`config.mk`:
```
export PLATFORM = sky130hd
export DESIGN_NAME = pc_restart_unit
export DESIGN_NICKNAME = d
export VERILOG_FILES = /design/src/rtl/pcu_pkg.sv /design/src/rtl/pcu_next_sel.sv /design/src/rtl/pcu_history.sv /design/src/rtl/pcu_cfg.sv /design/src/rtl/pcu_xlate.sv /design/src/rtl/pc_restart_unit.sv
export SDC_FILE = /design/constraint.sdc
export NUM_CORES = 1
export LEC_CHECK = 0
export ABC_AREA = 1
export ABC_CLOCK_PERIOD_IN_PS = 9800
export BUFFER_PORTS_ARGS = -buffer_cell sky130_fd_sc_hd__buf_2
export CORE_UTILIZATION = 45
export CTS_CLUSTER_DIAMETER = 150
export DETAILED_ROUTE_END_ITERATION = 7
export PLACE_DENSITY = 0.66
export SLEW_MARGIN = 15
export SYNTH_ARGS = -nofsm -noshare
export SYNTH_HDL_FRONTEND = slang
export SYNTH_SLANG_ARGS = --single-unit
```
`constraint.sdc`:
```
create_clock -name clk -period 9.8 [get_ports clk]
set_input_delay 1.96 -clock clk [delete_from_list [all_inputs] [get_ports clk]]
set_output_delay 1.96 -clock clk [all_outputs]
set_load 0.005 [all_outputs]
```
`src/rtl/pcu_pkg.sv`:
```
package pcu_pkg;
  typedef enum logic [2:0] {
    SRC_INC    = 3'd0,
    SRC_HOLD   = 3'd1,
    SRC_ZERO   = 3'd2,
    SRC_BRANCH = 3'd3,
    SRC_BUS_A  = 3'd4,
    SRC_BUS_B  = 3'd5
  } pc_src_e;

  localparam int unsigned SRC_W = 3;
endpackage

```
`src/rtl/pcu_next_sel.sv`:
```
module pcu_next_sel
  import pcu_pkg::*;
#(
  parameter int unsigned W = 32
) (
  input  logic [SRC_W-1:0] sel,
  input  logic [W-1:0]     pc,
  input  logic [W-1:0]     tgt,
  input  logic [W-1:0]     bus_a,
  input  logic [W-1:0]     bus_b,
  output logic [W-1:0]     nxt,
  output logic             upd
);
  localparam logic [W-1:0] ONE = W'(1);

  logic [W-1:0] inc_val;

  // dedicated incrementer, wraps naturally
  assign inc_val = pc + ONE;

  always_comb begin
    nxt = pc;
    upd = 1'b1;
    case (sel)
      SRC_INC:    nxt = inc_val;
      SRC_ZERO:   nxt = '0;
      SRC_BRANCH: nxt = tgt;
      SRC_BUS_A:  nxt = bus_a;
      SRC_BUS_B:  nxt = bus_b;
      default: begin
        nxt = pc;
        upd = 1'b0;
      end
    endcase
  end
endmodule

```
`src/rtl/pcu_history.sv`:
```
module pcu_history #(
  parameter int unsigned W     = 32,
  parameter int unsigned DEPTH = 3
) (
  input  logic               clk,
  input  logic               rst_n,
  input  logic               shift,
  input  logic [W-1:0]       pc_in,
  output logic [DEPTH*W-1:0] hist_flat
);
  logic [W-1:0] ent_q [DEPTH];
  logic [W-1:0] ent_d [DEPTH];

  for (genvar i = 0; i < DEPTH; i++) begin : g_stage
    if (i == 0) begin : g_head
      always_comb ent_d[i] = shift ? pc_in : ent_q[i];
    end else begin : g_tail
      always_comb ent_d[i] = shift ? ent_q[i-1] : ent_q[i];
    end

    always_ff @(posedge clk or negedge rst_n) begin
      if (!rst_n) ent_q[i] <= '0;
      else        ent_q[i] <= ent_d[i];
    end

    assign hist_flat[(i+1)*W-1 -: W] = ent_q[i];
  end
endmodule

```
`src/rtl/pcu_cfg.sv`:
```
module pcu_cfg #(
  parameter int unsigned W = 32
) (
  input  logic         clk,
  input  logic         rst_n,
  input  logic         wr,
  input  logic         sel,
  input  logic [W-1:0] data,
  input  logic         supv,
  output logic [W-1:0] mask,
  output logic [W-1:0] pid,
  output logic         priv_err
);
  logic [W-1:0] mask_q, mask_d;
  logic [W-1:0] pid_q, pid_d;
  logic         perr_q, perr_d;
  logic         wr_ok;

  assign wr_ok = wr && supv;

  always_comb begin
    mask_d = mask_q;
    pid_d  = pid_q;
    if (wr_ok && !sel) mask_d = data;
    if (wr_ok && sel)  pid_d  = data;
    perr_d = wr && !supv;
  end

  always_ff @(posedge clk or negedge rst_n) begin
    if (!rst_n) begin
      mask_q <= '0;
      pid_q  <= '0;
      perr_q <= 1'b0;
    end else begin
      mask_q <= mask_d;
      pid_q  <= pid_d;
      perr_q <= perr_d;
    end
  end

  assign mask     = mask_q;
  assign pid      = pid_q;
  assign priv_err = perr_q;
endmodule

```
`src/rtl/pcu_xlate.sv`:
```
module pcu_xlate #(
  parameter int unsigned W      = 32,
  parameter int unsigned ADDR_W = 24
) (
  input  logic              clk,
  input  logic              rst_n,
  input  logic              en,
  input  logic [W-1:0]      pc,
  input  logic [W-1:0]      mask,
  input  logic [W-1:0]      pid,
  output logic [ADDR_W-1:0] ext_addr,
  output logic              fault
);
  logic [W-1:0]      virt;
  logic              viol;
  logic [ADDR_W-1:0] addr_q, addr_d;
  logic              fault_q, fault_d;

  always_comb begin
    virt    = en ? ((pc & ~mask) | (pid & mask)) : pc;
    viol    = en && (|(pc & mask));
    addr_d  = viol ? addr_q : virt[ADDR_W-1:0];
    fault_d = viol;
  end

  always_ff @(posedge clk or negedge rst_n) begin
    if (!rst_n) begin
      addr_q  <= '0;
      fault_q <= 1'b0;
    end else begin
      addr_q  <= addr_d;
      fault_q <= fault_d;
    end
  end

  assign ext_addr = addr_q;
  assign fault    = fault_q;
endmodule

```
`src/rtl/pc_restart_unit.sv`:
```
module pc_restart_unit
  import pcu_pkg::*;
#(
  parameter int unsigned W      = 32,
  parameter int unsigned ADDR_W = 24,
  parameter int unsigned DEPTH  = 3
) (
  input  logic               clk,
  input  logic               rst_n,
  input  logic [2:0]         pc_src,
  input  logic [W-1:0]       bus_a,
  input  logic [W-1:0]       bus_b,
  input  logic               tgt_wr,
  input  logic [W-1:0]       tgt_in,
  input  logic               map_en,
  input  logic               supv,
  input  logic               cfg_wr,
  input  logic               cfg_sel,
  input  logic [W-1:0]       cfg_data,
  output logic [W-1:0]       pc_out,
  output logic [DEPTH*W-1:0] hist_flat,
  output logic [ADDR_W-1:0]  ext_addr,
  output logic               seg_fault,
  output logic               priv_err
);
  logic sync1_q, sync2_q;
  logic rst_sync_n;

  always_ff @(posedge clk or negedge rst_n) begin
    if (!rst_n) begin
      sync1_q <= 1'b0;
      sync2_q <= 1'b0;
    end else begin
      sync1_q <= 1'b1;
      sync2_q <= sync1_q;
    end
  end
  assign rst_sync_n = sync2_q;

  logic [W-1:0] pc_q, pc_d;
  logic [W-1:0] tgt_q, tgt_d;
  logic         upd;
  logic [W-1:0] mask, pid;

  pcu_next_sel #(.W(W)) u_sel (
    .sel   (pc_src),
    .pc    (pc_q),
    .tgt   (tgt_q),
    .bus_a (bus_a),
    .bus_b (bus_b),
    .nxt   (pc_d),
    .upd   (upd)
  );

  always_comb tgt_d = tgt_wr ? tgt_in : tgt_q;

  always_ff @(posedge clk or negedge rst_sync_n) begin
    if (!rst_sync_n) begin
      pc_q  <= '0;
      tgt_q <= '0;
    end else begin
      if (upd) pc_q <= pc_d;
      tgt_q <= tgt_d;
    end
  end

  pcu_history #(.W(W), .DEPTH(DEPTH)) u_hist (
    .clk       (clk),
    .rst_n     (rst_sync_n),
    .shift     (upd),
    .pc_in     (pc_q),
    .hist_flat (hist_flat)
  );

  pcu_cfg #(.W(W)) u_cfg (
    .clk      (clk),
    .rst_n    (rst_sync_n),
    .wr       (cfg_wr),
    .sel      (cfg_sel),
    .data     (cfg_data),
    .supv     (supv),
    .mask     (mask),
    .pid      (pid),
    .priv_err (priv_err)
  );

  pcu_xlate #(.W(W), .ADDR_W(ADDR_W)) u_xl (
    .clk      (clk),
    .rst_n    (rst_sync_n),
    .en       (map_en),
    .pc       (pc_q),
    .mask     (mask),
    .pid      (pid),
    .ext_addr (ext_addr),
    .fault    (seg_fault)
  );

  assign pc_out = pc_q;
endmodule

```
==> qor_table.md <==
| Result | Value | Unit |
|---|---|---|
| Status | completed | - |
| Logic pwr share | 20.1 | % |
| Total number of yosys warnings | 0 | - |
| Final Hold Viols | 0 | - |
| Ratio of final minimum period to clock period | 37.0 | % |
| Gate family responsible for the most delay along the worst path | buffers and inverters | - |
| Initial antenna violation count | 0 | - |
| Adder-cell share of the synthesized area | 0.221 | % |
| CTS hold repair buffers | 0 | - |
| Worst relative slew slack | 30.2 | % |
| Slowest-stage cell, CP | sky130_fd_sc_hd__buf_4 | - |
| Category of the most critical setup path | input pin to flip-flop | - |
| Gate count of the mapped netlist | 1407 | - |
| Internal power summed over all cells | 0.00210 | W |
| Data arrival time at the worst-slack endpoint | 4.01 | ns |
| Aggregate negative setup slack | 0 | ns |
| CORE AREA | 0.0245 | sq mm |
| Hold_sp | sync1_q | - |
| Share of power burned in the clock network | 34.4 | % |
| Most common library cell in the layout ignoring fill and taps | sky130_fd_sc_hd__nand2_1 | - |
| Fraction of layout cells with a size suffix above 1 | 23.8 | % |
| Critical path capture point type | flip-flop | - |
| Tightest Hold Check Type | flip-flop to flip-flop | - |
| Die width | 161 | um |
| Share of synthesized area occupied by flip-flops and latches | 53.9 | % |
| Final Slew Violations | 0 | - |
| Minimum clock period | 3.63 | ns |
| Number of sinks on the clock net | 244 | - |
| Asr flop ratio synth | 100 | % |
| Synthesis-stage register bit count | 244 | - |
| Area of the multi-input gates | 0.00451 | sq mm |
| Number of maximum-capacitance violations | 0 | - |
| Synth Cell Area | 0.0113 | sq mm |
| Storage element area | 0.00611 | sq mm |
| Highest achievable clock rate | 275 | MHz |
| Xor/xnor share of the synthesized area | 0.0773 | % |
| Mux contribution to synthesized area | 1.39 | % |
| Unique cell type count in the Yosys netlist | 38 | - |
| Max clock buf depth | 3 | - |
| DP HPWL | 23800 | um |
| Io pins | 292 | - |
| Vias/cell | 5.16 | - |
| Worst clock skew | 0.0138 | ns |
| Wire length of the first global-routing pass | 53000 | um |
| Simple-gate portion of the synthesized area | 26.7 | % |
| Final setup margin | 6.17 | ns |
| Floorplan die area | 0.0258 | sq mm |
| Combinational family with the most area after synthesis | simple AND/OR/NAND/NOR gates | - |
| Post-CTS Setup Repair Bufs | 0 | - |
| Setup crit start kind | input pin | - |
| Most frequent cells in the layout | 563 x sky130_fd_sc_hd__nand2_1, 291 x sky130_fd_sc_hd__buf_2, 243 x sky130_fd_sc_hd__dfrtp_1, 122 x sky130_fd_sc_hd__o21ai_0, 103 x sky130_fd_sc_hd__inv_1 | - |
| Tightest Pin Transition | 1.05 | ns |
| Ordered list of cells on the worst path | buf_2, inv_2, nand2_2, nand2_4, nor2_8, buf_4, nor3_1, nand4_1, nand3_1 | - |
| Switching share of power | 31.4 | % |
| WP data required | 10.18 | ns |
| Clock tree from TritonCTS | built | - |
| Maximum number of pins on one net before global-route repair | 111 | - |
| Post-synth EDFFs | 0 | - |
| Quantity of gates resized following cts | 0 | - |
| Power density over the cells | 221 | mW/mm^2 |
| Library cell used as clock root buffer | sky130_fd_sc_hd__clkbuf_16 | - |
| DRC violation count after routing | 0 | - |
| Core Rows | 57 | - |
| Synth Area in Compound Gates | 11.4 | % |
| Weighted congestion at the end of routability-driven global placement | 0.874 | - |
| Fill cell count | 2420 | - |
| Number of buffers inserted by port buffering | 291 | - |
| Highest fanout seen on the critical path | 110 | - |
| WL per Instance | 16.6 | um |
| Setup repair after global routing missed its margin | no | - |
| Top flip-flop cell by instance count after synthesis | sky130_fd_sc_hd__dfrtp_1 | - |
| Setup Slack @ Placement | 5.57 | ns |
| Final-layout worst hold slack | 0.348 | ns |
| Launching instance or port of the critical path | pc_src[1] | - |
| Placed Cells incl. Taps | 1965 | - |
| R2r startpoint | pc_out[28] | - |
| Floorplan die height | 161 | um |
| TritonRoute pass-1 iters | 7 | - |
| Max incr delay on CP | 0.87 | ns |
| Number of nets in the final layout | 1810 | - |
| Switching Power | 0.000961 | W |
| Non-filler cells in the finished layout | 2015 | - |
| Overflow after GRT | 0 | - |
| Number of buffers added by the clock tree synthesis step | 27 | - |
| Leak pwr | 7.34 | nW |
| Starting utilization of the core area | 46.2 | % |
| Clock insertion delay at the later pin of the skew report | 0.54 | ns |
| Vias in the first global route | 9824 | - |
| Net Count, Synth | 1547 | - |
| Clk pin slew, worst setup/hold paths | 0.06 | ns |
| Synthesis-to-finish area growth | 22.5 | % |
| Max IR drop VDD | 0.116 | mV |
| Overall global routing resource usage | 26.0 | % |
| Critical path buffer and inverter count | 3 | - |
| Syn Area/Cell | 8.06 | sq um |
| Routed wire length | 33500 | um |
| Post-route ant nets | 0 | - |
| Antenna diodes | 0 | - |
| Total setup violations reported at the end of the flow | 0 | - |
| H-tree levels | 1 | - |
| Number of violations reported at the end of detailed-routing iteration 0 | 943 | - |
| Sequential power share | 45.5 | % |
| Total via count after detailed routing | 10388 | - |
-- synthesized netlist by cell type, types with 2 or more instances --
master / n / area, sq um
sky130_fd_sc_hd__nand2_1: 563 / 2110
sky130_fd_sc_hd__dfrtp_1: 244 / 6110
sky130_fd_sc_hd__o21ai_0: 122 / 611
sky130_fd_sc_hd__inv_1: 103 / 387
sky130_fd_sc_hd__nor2_1: 83 / 312
sky130_fd_sc_hd__nand3_1: 68 / 340
sky130_fd_sc_hd__a21oi_1: 47 / 235
sky130_fd_sc_hd__buf_2: 31 / 155
sky130_fd_sc_hd__clkbuf_1: 28 / 105
sky130_fd_sc_hd__a31o_2: 21 / 184
sky130_fd_sc_hd__mux2_2: 14 / 158
sky130_fd_sc_hd__o211ai_1: 11 / 82.6
sky130_fd_sc_hd__nand4_1: 9 / 56.3
sky130_fd_sc_hd__a211oi_1: 6 / 45.0
sky130_fd_sc_hd__a221oi_1: 6 / 52.6
sky130_fd_sc_hd__nor3_1: 6 / 30.0
sky130_fd_sc_hd__nand2_2: 5 / 31.3
sky130_fd_sc_hd__nor2_4: 5 / 56.3
sky130_fd_sc_hd__nor2_2: 4 / 25.0
sky130_fd_sc_hd__buf_4: 3 / 22.5
sky130_fd_sc_hd__buf_6: 3 / 33.8
sky130_fd_sc_hd__a22oi_1: 2 / 15.0
sky130_fd_sc_hd__a22oi_2: 2 / 25.0
sky130_fd_sc_hd__a31oi_1: 2 / 12.5
sky130_fd_sc_hd__buf_1: 2 / 7.51
sky130_fd_sc_hd__ha_1: 2 / 25.0
sky130_fd_sc_hd__inv_2: 2 / 7.51
sky130_fd_sc_hd__nand3b_1: 2 / 15.0
sky130_fd_sc_hd__o21ai_1: 2 / 10.0
-- stage by stage --
stage	area, sq um	power [W]	util, %
final	13900	0.00307	56.6
after global routing	13900	0.00324	56.6
after CTS	13900	0.00309	56.6
after detailed placement	13000	0.00203	52.8
after global placement	12900	0.00202	52.8
after floorplan	11300	0.00170	-
-- final timing paths --
check,endpoint,slack (ns),cells after the start
max reg2reg,u_xl.ext_addr[1],7.03,9
max,pc_out[11],6.17,9
max in group asynchronous,u_hist.hist_flat[3],7.39,2
min,rst_sync_n,0.35,0
min in group asynchronous,u_xl.ext_addr[23],0.39,0
min reg2reg,rst_sync_n,0.35,0
-- routing by layer --
layer / global-route usage, % / wire (um) / up-vias
li1: - / - / 5030
met1: 35.8 / 14700 / 4922
met2: 41.5 / 15600 / 359
met3: 4.21 / 2150 / 77
met4: 9.99 / 1170 / 0
met5: 0 / 0 / -
-- power by group through the flow --
stage	sequential (W)	clock, W	combinational [W]
2_1_floorplan	0.00138	0	0.000324
3_3_place_gp	0.00141	0	0.000607
3_5_place_dp	0.00141	0	0.000622
4_1_cts	0.00139	0.00107	0.000625
5_1_grt	0.00142	0.00112	0.000701
6_report	0.00139	0.00105	0.000617
-- logic make-up (layout without fill, tap and decap cells) --
| group | count (synthesis) | after routing |
|---|---|---|
| AND/OR/NAND/NOR | 749 | 749 |
| flip-flops | 244 | 244 |
| XOR/XNOR | 1 | 1 |
| adder cells (fa/ha/maj) | 2 | 2 |
| AO/OA/AOI/OAI | 223 | 223 |
| buffers and inverters | 173 | 457 |
| multiplexers | 14 | 14 |
| other | 1 | 1 |
-- cell type report --
class	instances	share of cell area, %
Multi-Input combinational cell	990	32.5
Tap cell	324	2.92
Clock buffer	39	5.69
Sequential cell	244	44.0
Timing Repair Buffer	301	11.1
Inverter	106	2.86
Clock inverter	11	1.01
-- registers in the layout (all words and copies together) (netlist names) --
name / cells
sync1_q: 1
u_xl.ext_addr: 24
u_hist.hist_flat: 96
tgt_q: 32
u_cfg.mask: 32
pc_out: 32
u_cfg.pid: 24
u_cfg.priv_err: 1
rst_sync_n: 1
u_xl.fault: 1
(Power assumes the default switching activity.)
